`config.mk`:
```
export PLATFORM = sky130hd
export DESIGN_NAME = dual_width_alu
export DESIGN_NICKNAME = d
export VERILOG_FILES = /design/src/rtl/dwalu_pkg.sv /design/src/rtl/dwalu_arith.sv /design/src/rtl/dwalu_logic.sv /design/src/rtl/dwalu_flags.sv /design/src/rtl/dwalu_status.sv /design/src/rtl/dual_width_alu.sv
export SDC_FILE = /design/constraint.sdc
export NUM_CORES = 1
export LEC_CHECK = 0
export ABC_AREA = 1
export BUFFER_PORTS_ARGS = -buffer_cell sky130_fd_sc_hd__buf_2
export CAP_MARGIN = 10
export CORE_ASPECT_RATIO = 1.5
export CORE_MARGIN = 2
export CORE_UTILIZATION = 25
export CTS_BUF_LIST = sky130_fd_sc_hd__clkbuf_4
export CTS_CLUSTER_DIAMETER = 200
export DETAILED_ROUTE_END_ITERATION = 12
export PLACE_DENSITY = 0.47
export SLEW_MARGIN = 20
export SYNTH_ARGS = -nofsm -noshare
export SYNTH_HDL_FRONTEND = slang
export SYNTH_SLANG_ARGS = --single-unit
```
`constraint.sdc`:
```
create_clock -name clk -period 4.5 [get_ports clk]
set_clock_uncertainty 0.2 [all_clocks]
set_input_delay 1.35 -clock clk [delete_from_list [all_inputs] [get_ports clk]]
set_output_delay 1.35 -clock clk [all_outputs]
set_load 0.01 [all_outputs]
```
`src/rtl/dwalu_pkg.sv`:
```
package dwalu_pkg;
  localparam int WORD_W = 16;
  localparam int BYTE_W = WORD_W / 2;
  localparam int NIB_W  = 4;
  localparam int ST_W   = 16;

  localparam int CF_B = 0;
  localparam int PF_B = 2;
  localparam int AF_B = 4;
  localparam int ZF_B = 6;
  localparam int SF_B = 7;
  localparam int TF_B = 8;
  localparam int IE_B = 9;
  localparam int DF_B = 10;
  localparam int OF_B = 11;

  localparam logic [ST_W-1:0] COND_MASK =
    ST_W'((1 << CF_B) | (1 << PF_B) | (1 << AF_B) | (1 << ZF_B) | (1 << SF_B) | (1 << OF_B));

  typedef logic [WORD_W-1:0] word_t;

  typedef enum logic [2:0] {
    OP_ADD = 3'd0, OP_ADC = 3'd1, OP_SUB = 3'd2, OP_SBB = 3'd3,
    OP_AND = 3'd4, OP_OR  = 3'd5, OP_XOR = 3'd6, OP_PASS = 3'd7
  } alu_op_e;

  typedef enum logic [2:0] {
    CMD_NONE = 3'd0, CMD_SET_IE = 3'd1, CMD_CLR_IE = 3'd2, CMD_SET_DF = 3'd3,
    CMD_CLR_DF = 3'd4, CMD_SET_TF = 3'd5, CMD_CLR_TF = 3'd6, CMD_SPARE = 3'd7
  } ctl_cmd_e;

  typedef struct packed {
    word_t res;
    logic  cf;
    logic  af;
    logic  of;
  } arith_t;

  function automatic word_t narrow(word_t v, logic wide);
    return wide ? v : {{(WORD_W-BYTE_W){1'b0}}, v[BYTE_W-1:0]};
  endfunction

  // Add or subtract at the chosen width, with carry or borrow in
  function automatic arith_t arith_eval(word_t a, word_t b, logic sub, logic cin, logic wide);
    arith_t o;
    logic [WORD_W:0] ea, eb, ec, full;
    logic [NIB_W:0]  nib;
    logic sa, sb, sr;
    ea = {1'b0, narrow(a, wide)};
    eb = {1'b0, narrow(b, wide)};
    ec = {{WORD_W{1'b0}}, cin};
    full = sub ? (ea - eb - ec) : (ea + eb + ec);
    nib = sub ? ({1'b0, a[NIB_W-1:0]} - {1'b0, b[NIB_W-1:0]} - {{NIB_W{1'b0}}, cin})
              : ({1'b0, a[NIB_W-1:0]} + {1'b0, b[NIB_W-1:0]} + {{NIB_W{1'b0}}, cin});
    o.af = nib[NIB_W];
    if (wide) begin
      o.res = full[WORD_W-1:0];
      o.cf  = full[WORD_W];
      sa = a[WORD_W-1]; sb = b[WORD_W-1]; sr = full[WORD_W-1];
    end else begin
      o.res = {{(WORD_W-BYTE_W){1'b0}}, full[BYTE_W-1:0]};
      o.cf  = full[BYTE_W];
      sa = a[BYTE_W-1]; sb = b[BYTE_W-1]; sr = full[BYTE_W-1];
    end
    o.of = sub ? ((sa != sb) && (sr != sa)) : ((sa == sb) && (sr != sa));
    return o;
  endfunction

  function automatic word_t logic_eval(word_t a, word_t b, logic [1:0] sel, logic wide);
    word_t r;
    case (sel)
      2'd0:    r = a & b;
      2'd1:    r = a | b;
      2'd2:    r = a ^ b;
      default: r = b;
    endcase
    return narrow(r, wide);
  endfunction

  function automatic logic even_ones(logic [BYTE_W-1:0] v);
    return ~^v;
  endfunction
endpackage

```
`src/rtl/dwalu_arith.sv`:
```
module dwalu_arith
  import dwalu_pkg::*;
(
  input  word_t a,
  input  word_t b,
  input  logic  sub,
  input  logic  cin,
  input  logic  wide,
  output word_t res,
  output logic  cf,
  output logic  af,
  output logic  of
);
  arith_t r;
  always_comb begin
    r   = arith_eval(a, b, sub, cin, wide);
    res = r.res;
    cf  = r.cf;
    af  = r.af;
    of  = r.of;
  end
endmodule

```
`src/rtl/dwalu_logic.sv`:
```
module dwalu_logic
  import dwalu_pkg::*;
(
  input  word_t      a,
  input  word_t      b,
  input  logic [1:0] sel,
  input  logic       wide,
  output word_t      res
);
  always_comb res = logic_eval(a, b, sel, wide);
endmodule

```
`src/rtl/dwalu_flags.sv`:
```
module dwalu_flags
  import dwalu_pkg::*;
(
  input  word_t            res,
  input  logic             wide,
  input  logic             is_arith,
  input  logic             cf,
  input  logic             af,
  input  logic             of,
  output logic [ST_W-1:0]  cond
);
  logic zf, sf, pf;
  always_comb begin
    zf = (res == '0);
    sf = wide ? res[WORD_W-1] : res[BYTE_W-1];
    pf = even_ones(res[BYTE_W-1:0]);
    cond       = '0;
    cond[CF_B] = is_arith & cf;
    cond[AF_B] = is_arith & af;
    cond[OF_B] = is_arith & of;
    cond[ZF_B] = zf;
    cond[SF_B] = sf;
    cond[PF_B] = pf;
  end
endmodule

```
`src/rtl/dwalu_status.sv`:
```
module dwalu_status
  import dwalu_pkg::*;
(
  input  logic            clk,
  input  logic            rst_n,
  input  logic            upd_cond,
  input  logic [ST_W-1:0] cond_in,
  input  logic [2:0]      cmd,
  output logic [ST_W-1:0] st
);
  logic [ST_W-1:0] st_d;
  always_comb begin
    st_d = st;
    if (upd_cond) st_d = (st & ~COND_MASK) | (cond_in & COND_MASK);
    case (ctl_cmd_e'(cmd))
      CMD_SET_IE: st_d[IE_B] = 1'b1;
      CMD_CLR_IE: st_d[IE_B] = 1'b0;
      CMD_SET_DF: st_d[DF_B] = 1'b1;
      CMD_CLR_DF: st_d[DF_B] = 1'b0;
      CMD_SET_TF: st_d[TF_B] = 1'b1;
      CMD_CLR_TF: st_d[TF_B] = 1'b0;
      default: ;
    endcase
  end

  always_ff @(posedge clk) begin
    if (!rst_n) st <= '0;
    else        st <= st_d;
  end
endmodule

```
`src/rtl/dual_width_alu.sv`:
```
module dual_width_alu
  import dwalu_pkg::*;
(
  input  logic              clk,
  input  logic              rst_n,
  input  logic              op_valid,
  input  logic [2:0]        alu_op,
  input  logic              wide,
  input  logic [WORD_W-1:0] opnd_a,
  input  logic [WORD_W-1:0] opnd_b,
  input  logic [2:0]        ctl_cmd,
  output logic [WORD_W-1:0] result,
  output logic [ST_W-1:0]   status
);
  // Named internal events, visible to the bound checker
  logic  is_arith, is_sub, carry_in;
  word_t arith_res, logic_res, sel_res;
  logic  arith_cf, arith_af, arith_of;
  logic [ST_W-1:0] cond_flags;

  assign is_arith = ~alu_op[2];
  assign is_sub   = alu_op[1];
  assign carry_in = alu_op[0] & status[CF_B];

  dwalu_arith u_arith (
    .a(opnd_a), .b(opnd_b), .sub(is_sub), .cin(carry_in), .wide(wide),
    .res(arith_res), .cf(arith_cf), .af(arith_af), .of(arith_of)
  );

  dwalu_logic u_logic (
    .a(opnd_a), .b(opnd_b), .sel(alu_op[1:0]), .wide(wide), .res(logic_res)
  );

  assign sel_res = is_arith ? arith_res : logic_res;

  dwalu_flags u_flags (
    .res(sel_res), .wide(wide), .is_arith(is_arith),
    .cf(arith_cf), .af(arith_af), .of(arith_of), .cond(cond_flags)
  );

  dwalu_status u_status (
    .clk(clk), .rst_n(rst_n), .upd_cond(op_valid), .cond_in(cond_flags),
    .cmd(ctl_cmd), .st(status)
  );

  always_ff @(posedge clk) begin
    if (!rst_n)        result <= '0;
    else if (op_valid) result <= sel_res;
  end
endmodule

```
---- After elaboration in Yosys (flattened, before gate mapping) ----
Cells that the tools add are included.
word-level totals
  output and inout port bits .............. 32
  input port bits ......................... 42
  flip-flop bits (word level) ............. 32
  word-level logic and storage cells ...... 58
cells by class
  reduce and logical (&&, ||, !) cells .... 8
  add/sub/neg operators ................... 8
  bitwise gates (word level) .............. 9
  multiplexer cells ....................... 17
  equality and inequality tests ........... 11
operators with widths
  cell                count
  $mux 16             4
  $pmux 16 s3         1
  $mux 17             2
  $add 16x16->17      1
  $add 17x1->17       1
  $sub 16x16->17      1
  $sub 17x1->17       1
  $and 16x16->16      1
  $logic_not 16->1    1
  $or 16x12->16       1
  $or 16x16->16       1
  $xor 16x16->16      1
  $mux 11             1
  $eq 3x3->1 const B  3
  $reduce_bool 3->1   3
  $reduce_xnor 8->1   1
  $eq 3x2->1 const B  2
  $pmux 1 s2          3
  $add 4x4->5         1
  $add 5x1->5         1
  $mux 1              5
  $mux 5              1
  $sub 4x4->5         1
  $sub 5x1->5         1
  9 further kinds     14

---- Longest topological paths before layout ----
Gate-level depths: netlist of run 1.
  depth after elaboration ................. 12
  depth in mapped cells ................... 23
  depth with buffers taken out ............ 23

---- Modules after synthesis ----
From an unflattened synthesis of run 1, not the netlist that was laid out.
unflattened totals
  cells, all modules ...................... 889
  area total of the unflattened synthesis .. 5186.2 um2
modules (own cells, without submodules)
  module          area each (um2)  cells each  times used  seq. area each (um2)
  dwalu_arith     2423.6           436         1           0.0
  dwalu_logic     1083.5           184         1           0.0
  dual_width_alu  954.7            155         1           320.3
  dwalu_status    390.4            52          1           180.2
  dwalu_flags     334.1            62          1           0.0

---- Worst setup path before layout of run 1 ----
OpenSTA, ideal clock, no wires.
  path type ............................... in2reg
  start point ............................. input port alu_op[0]
  end point ............................... register u_status.st[2]
  setup time .............................. 115 ps
  data arrival time ....................... 3828 ps
  path slack .............................. 357 ps
  cell stages on the path ................. 21
  path through ............................ nand2_1 -> inv_1 -> fa_1 -> inv_1 -> ha_1 -> nor2_1 -> o21ai_4 -> nand2_2 -> nand2_2 -> nand2_1 -> nand2_1 -> or2_1 -> nand2_1 -> nand2_1 -> nand2_1 -> inv_2 -> ha_1 -> xor2_1 -> xor2_1 -> o21ai_0 -> inv_1
on the way
  word-level cells in the longest chain between the ends .. 7
  elaborated cells on any way between the ends .. 13
  classes of those cells .................. add/sub (2); eq/ne (2); mux (5); bitwise (2); reduce/logical (2)
ends and longest elaborated chain
  what                                                   line                  text
  from (decl)                                            dual_width_alu.sv:7   input logic [2:0] alu_op,
  $and 1x1->1                                            dual_width_alu.sv:23  assign carry_in = alu_op[0] & status[CF_B];
  $add 17x1->17 / $sub 17x1->17 (equally long branches)  dwalu_pkg.sv:52       full = sub ? (ea - eb - ec) : (ea + eb + ec);
  $mux 17                                                dwalu_pkg.sv:52
  $mux 17                                                dwalu_pkg.sv:56       if (wide) begin
  $mux 16 (*)                                            dual_width_alu.sv:34  assign sel_res = is_arith ? arith_res : logic_res;
  $reduce_xnor 8->1 (*)                                  dwalu_pkg.sv:81       return ~^v;
  $or 16x12->16 (*)                                      dwalu_status.sv:14    if (upd_cond) st_d = (st & ~COND_MASK) | (cond_in & COND_MASK);
  to (signal assigned)                                   dwalu_status.sv:28    else st <= st_d;
  to (decl)                                              dwalu_status.sv:9     output logic [ST_W-1:0] st
Mark *: on every way between the ends. The rest lies on a longest branch, timed or not.
A chain may end at the register's enable or synchronous reset.

---- Worst setup path after layout of run 1 ----
  start point ............................. input port alu_op[0]
  end point ............................... register u_status.st[6]
on the way
  word-level cells in the longest chain between the ends .. 7
  elaborated cells on any way between the ends .. 13
  classes of those cells .................. add/sub (2); eq/ne (2); mux (5); bitwise (2); reduce/logical (2)
ends and longest elaborated chain
  what                                                   line                  text
  $and 1x1->1                                            dual_width_alu.sv:23
  $add 17x1->17 / $sub 17x1->17 (equally long branches)  dwalu_pkg.sv:52
  $mux 17                                                dwalu_pkg.sv:52
  $mux 17                                                dwalu_pkg.sv:56
  $mux 16 (*)                                            dual_width_alu.sv:34
  $logic_not 16->1 (*)                                   dwalu_flags.sv:14     zf = (res == '0);
  $or 16x12->16 (*)                                      dwalu_status.sv:14
Marks and branches as above.

==> results.json, run 1 <==
{
  "cts_max_level": 1,
  "area_growth_pct": 20.7,
  "dr.pass1.iters": 4,
  "ir_drop_mv": 0.0805,
  "cpMostUsedCell": "nand2_1",
  "setup_viol": 0,
  "worstHoldPathType": "register to register",
  "pwr-share-clk": 0.101,
  "critPathMaxFanout": 3,
  "critPathTopFamily": "simple AND/OR/NAND/NOR gates",
  "die_area_um2": 19700,
  "relSlewSlack": 0.605,
  "drc": 0,
  "ff2ff_setup_slack_ps": 1140,
  "critPathKind": "primary input to register",
  "cts_inserted_buffers": 3,
  "num_io_pins": 74,
  "cp.arrival_ps": 4170,
  "slew_viol_final": 0,
  "ys_seq_area_frac": 0.108,
  "drtIter0Drc": 236,
  "path_cells": "buf_2 -> nand2_1 -> inv_1 -> fa_1 -> inv_1 -> ha_1 -> nor2_2 -> o21ai_4 -> nand2_2 -> nand2_2 -> buf_4 -> nor2_1 -> or2_1 -> nand2_1 -> nand2_1 -> nand2_1 -> inv_2 -> ha_1 -> nand4_1 -> a21oi_1 -> nand3_1 -> nor2_1 -> nand2_1 -> a21oi_1",
  "clock-sinks": 25,
  "cp.required_ps": 4570,
  "yosysTopAreaCellShare": 0.200,
  "hold_viol_final": 0,
  "clk_pin_slew_ps": 120,
  "yosys-top-cells-area": "ha_1, nand2_1, inv_1",
  "ff_latch_area_um2": 500,
  "std_cell_rows": 61,
  "ant_nets": 0,
  "fillCellCount": 2108,
  "fin_crit_ps": 4100,
  "die_h_um": 171,
  "final_nets": 1028,
  "worstHoldPathCells": 2,
  "p_seq_frac": 0.234,
  "worstReg2RegStart": "u_status.st[0]",
  "outcome": "finished clean",
  "fin_crit_sh": 0.910,
  "cp-end-kind": "register",
  "synth.distinct_cells": 42,
  "power_frac_comb": 0.665,
  "holdPathEnd": "u_status.st[8]",
  "slowest_delay_ps": 530,
  "multi_input_comb_area_um2": 3410,
  "clock_path_buffers": 2,
  "switching_power_w": 0.000503,
  "io_buffers": 66,
  "gp_congestion": 0.913,
  "drt-total-wl_mm": 16.4,
  "syn-cell-area_um2": 4640,
  "reg2reg_depth": 18,
  "switching_share": 0.476,
  "instances_no_fill": 1160,
  "yosysTopAreaCell": "ha_1",
  "hpwl_mm": 14.3,
  "syn_avg_cell_area_um2": 5.76,
  "core_um2": 18400,
  "powerDensity_nw_per_um2": 189,
  "ys.flop_type": "dfxtp_1",
  "grt_max_degree": 34,
  "worstMarginPinSlew_ps": 591,
  "die_w_um": 115,
  "mostFrequentLayoutCells": "nand2_1, inv_1, ha_1",
  "cp-start-kind": "primary input",
  "yosys_warnings": 0,
  "cts_tree": "done",
  "grt_usage": 0.170,
  "rsz0062_at_grt": "no",
  "ys_async_sr_fraction": 0,
  "fin_area_um2": 5600,
  "reg2reg_to": "u_status.st[6]",
  "syn_inst": 805,
  "routedWlPerCell_um": 14.1,
  "grt_pass1_vias": 5203,
  "hp-start": "u_status.st[8]",
  "power.internal_w": 0.000553,
  "synth-edff-count": 0,
  "ys_ff_latch": 25,
  "start_util": 0.252,
  "drive_gt1_frac": 0.151,
  "cp_num_buf_inv": 5,
  "fmax_ghz": 0.244,
  "grt_pass1_wl_mm": 26.3,
  "grt-ovfl-total": 0,
  "slowest_stage": "fa_1",
  "leakagePower_nw": 3.32,
  "viasPerCell": 4.49,
  "cap_violations": 0,
  "antenna_found_initial": 1,
  "clock_latency_ps": 330,
  "cts_root_buf": "clkbuf_4",
  "dr_total_vias": 5205,
  "dp_cells": 1155,
  "layout_commonest_cell": "nand2_1",
  "post_dp_cell_area_um2": 5570
}
state kept, by name, indices dropped and copies added (netlist names):
name	count
result	16
u_status.st	9
worst max path at each step:
stage	from	slack, ps	cells after the start	endpoint
floorplan	alu_op[0]	360	21	u_status.st[2]
global placement	alu_op[0]	30	22	u_status.st[2]
detailed placement	alu_op[0]	-20	22	u_status.st[2]
CTS	alu_op[0]	340	24	u_status.st[6]
global route	alu_op[0]	50	22	u_status.st[6]
finish	alu_op[0]	400	24	u_status.st[6]
power by group through the flow:
| stage | clock network, W | registers [W] | logic, W |
|---|---|---|---|
| 6_report | 0.000107 | 0.000248 | 0.000702 |
| 5_1_grt | 0.000117 | 0.000249 | 0.000803 |
| 4_1_cts | 0.000114 | 0.000248 | 0.000707 |
| 3_5_place_dp | 0 | 0.000253 | 0.000704 |
| 3_3_place_gp | 0 | 0.000253 | 0.000704 |
| 2_1_floorplan | 0 | 0.000261 | 0.000435 |
repair_timing:
action,CTS,global route
gates resized for setup,0,1
endpoints found under the setup margin,0,1
hold buffers,0,0
buffers inserted,0,0
per-layer routing:
metal	GRT usage	vias to the layer above	wire length [um]
li1	-	2740	-
met1	0.186	2341	6670
met2	0.344	101	8840
met3	0.00461	23	429
met4	0.0545	0	456
met5	0	-	0
cells by family after synthesis:
| logic type | synth area share |
|---|---|
| other cells | 0.000808 |
| compound gates | 0.166 |
| fa+ha+maj | 0.217 |
| simple gates | 0.329 |
| xor+xnor | 0.0170 |
| flops | 0.108 |
| buf+inv | 0.163 |
Yosys cell counts (2+ instances only):
master / number
o31ai_1: 2
xor2_1: 5
fa_1: 4
nand3_1: 59
nand4_1: 8
o21bai_1: 2
nor3_1: 7
xnor2_1: 4
o21ai_1: 3
o21ai_0: 42
nand3b_1: 2
nand2_1: 237
inv_2: 6
clkinv_1: 2
o211ai_1: 15
inv_1: 158
a221oi_1: 2
nand2_2: 3
clkbuf_1: 10
buf_2: 8
nor2_2: 2
and2_1: 5
nor2_1: 41
buf_4: 7
a31oi_1: 5
ha_1: 74
dfxtp_1: 25
o2111ai_1: 2
a21oi_1: 52
worst min-delay path, cell delays in order (launching register included):
cell	delay, ps
dfxtp_1	330
o31ai_1	60
a21oi_1	60
layout make-up:
cell class	count	share of cell area
antenna	1	0.000447
timing repair buffer	118	0.129
multi-input combinational	594	0.609
inverter	166	0.111
sequential	25	0.0894
clock buffer	4	0.00536
tap	252	0.0563
per-stage QoR:
stage               TNS, ps  hold WS [ps]  power (W)  setup WS (ps)   util
finish                    0           275    0.00106            404  0.304
global route              0           287    0.00117           54.9  0.304
CTS                       0           273    0.00107            338  0.304
detailed placement    -23.6           254   0.000957          -17.5  0.303
global placement          0           254   0.000956           27.4  0.303
floorplan                 0           289   0.000696            357      -
Power figures use the tool's default switching activity.
==> run 2: changes to the inputs <==
==> constraint.sdc (replaced) <==
create_clock -name clk -period 4.5 [get_ports clk]
set_clock_uncertainty 0.2 [all_clocks]
set_input_delay 0.225 -clock clk [delete_from_list [all_inputs] [get_ports clk]]
set_output_delay 0.225 -clock clk [all_outputs]
set_load 0.01 [all_outputs]
==> run 2 against run 1 <==
Against the previous run:
- non-clock buffer count shrank 46
- sequential power is essentially flat
- setup slack gained 560 ps
- sequential cell count is the same
- register-to-register slack lost 180 ps
- core utilization shrank 1.9 points
- total power shrank 6.1%
- clock power is essentially flat
- routed wire length shrank 2.2%
- clock-buffer cell count is the same
- critical endpoint is now u_status.st[2]
- highest routed layer unchanged
==> results.json, run 2 (same netlist as run 1, synthesis figures left out) <==
{
  "setup_viol": 0,
  "critPathKind": "register to register",
  "worstMarginPinSlew_ps": 623,
  "rsz0062_at_grt": "no",
  "switching_power_w": 0.000492,
  "fin_crit_ps": 3540,
  "instances_no_fill": 1114,
  "switching_share": 0.496,
  "worstHoldPathType": "primary input to register",
  "gp_congestion": 0.923,
  "fin_area_um2": 5260,
  "antenna_found_initial": 1,
  "clk_pin_slew_ps": 130,
  "drt-total-wl_mm": 16.0,
  "setup_slack_ps": 965,
  "dp_cells": 1106,
  "die_area_um2": 19700,
  "layout_commonest_cell": "nand2_1",
  "largest_reg_flops": 16,
  "final_nets": 982,
  "drtIter0Drc": 267,
  "viasPerCell": 4.53,
  "gr-max-usage-layer": "met2",
  "cts_inserted_buffers": 3,
  "postCtsSetupRepairBufs": 0,
  "cts_max_level": 1,
  "clock_latency_ps": 330,
  "power.internal_w": 0.000500,
  "io_buffers": 66,
  "drc": 0,
  "core_um2": 18400,
  "clock-sinks": 25,
  "cts_root_buf": "clkbuf_4",
  "outcome": "finished clean",
  "pre_cts_ws_ps": 917,
  "relSlewSlack": 0.585,
  "use_met1": 0.179,
  "fin_crit_sh": 0.786,
  "cp.required_ps": 4550,
  "grt_max_degree": 35,
  "slew_viol_final": 0,
  "grt_pass1_wl_mm": 25.3,
  "dr.pass1.iters": 4,
  "power_frac_comb": 0.639,
  "start_util": 0.252,
  "die_w_um": 115,
  "multi_input_comb_area_um2": 3410,
  "drive_gt1_frac": 0.101,
  "mostFrequentLayoutCells": "nand2_1, inv_1, ha_1",
  "grt_pass1_vias": 5014,
  "fillCellCount": 2160,
  "use_met2": 0.324,
  "powerDensity_nw_per_um2": 189,
  "ff_latch_area_um2": 500,
  "grt-ovfl-total": 0,
  "use_met3": 0.00461,
  "critPathMaxFanout": 4,
  "cp-start-kind": "register",
  "reg_top3": "result x16, u_status.st x9",
  "leakagePower_nw": 3.09,
  "routedWlPerCell_um": 14.4,
  "cts_tree": "done",
  "cp.arrival_ps": 3580,
  "area_growth_pct": 13.3,
  "cp-end-kind": "register",
  "fmax_ghz": 0.283,
  "ant_nets": 0,
  "largest-register": "result",
  "clock_path_buffers": 2,
  "std_cell_rows": 61,
  "dr_total_vias": 5049,
  "hold_viol_final": 0,
  "tns_ps": 0,
  "die_h_um": 171,
  "pwr-share-clk": 0.111,
  "ir_drop_mv": 0.0793,
  "hpwl_mm": 13.6,
  "num_io_pins": 74,
  "p_seq_frac": 0.250,
  "grt_usage": 0.163,
  "post_dp_cell_area_um2": 5200,
  "cap_violations": 0
}
[run 2: cell types whose count changed in the layout (fill, tap and decap cells not counted)]
cell           change
dlygate4sd3_1      +3
nor2_2             -1
nor2_1             +1
buf_4             -49
[run 2: timing repair]
item,4_1_cts,5_1_grt
hold endpoints to repair,2,0
endpoints found under the setup margin,0,0
hold buffers,3,0
resized for setup,0,0
[run 2: per-stage QoR]
| step | hold WS, ps | total power (W) | util |
|---|---|---|---|
| 2_1_floorplan | 189 | 0.000696 | - |
| 3_3_place_gp | 256 | 0.000885 | 0.283 |
| 3_5_place_dp | 259 | 0.000886 | 0.283 |
| 4_1_cts | 20.7 | 0.00100 | 0.286 |
| 5_1_grt | 44.9 | 0.00110 | 0.286 |
| 6_report | 15.8 | 0.000992 | 0.286 |
[run 2: final cells by class]
type	instances	area share
diodes	1	0.000476
clock buffers	4	0.00571
inverters	166	0.118
multi-input cells	594	0.647
flip-flops and latches	25	0.0951
well taps	252	0.0599
repair buffers	72	0.0728
[run 2: final timing paths]
path	start	end	slack [ps]	depth (start not counted)
max	u_status.st[0]	u_status.st[2]	960	21
min reg2reg	u_status.st[9]	u_status.st[9]	280	2
max reg2reg	u_status.st[0]	u_status.st[2]	960	21
min	ctl_cmd[1]	u_status.st[10]	20	3
[run 2: per-layer routing]
layer  wire [um]  vias up  part of all wire
li1            -     2643                 -
met1        6420     2290              0.40
met2        8790       96              0.55
met3         436       20             0.027
met4         375        0             0.023
met5           0        -                 0
[run 2: critical path, stage by stage (launching register included)]
cell	delay [ps]
dfxtp_1	360
nand2_1	100
inv_1	60
fa_1	530
inv_1	60
ha_1	170
nor2_1	270
o21ai_4	100
nand2_2	70
nand2_2	90
nand2_1	70
nand2_1	40
or2_1	270
nand2_1	80
nand2_1	50
nand2_1	80
inv_2	50
ha_1	280
xor2_1	170
xor2_1	140
o21ai_0	150
inv_1	50
[run 2: power groups by stage]
stage | Combinational [W] | Sequential (W) | Clock, W
final | 0.000634 | 0.000248 | 0.000110
after global routing | 0.000725 | 0.000250 | 0.000122
after CTS | 0.000637 | 0.000248 | 0.000115
after detailed placement | 0.000633 | 0.000253 | 0
after global placement | 0.000632 | 0.000253 | 0
after floorplan | 0.000435 | 0.000261 | 0
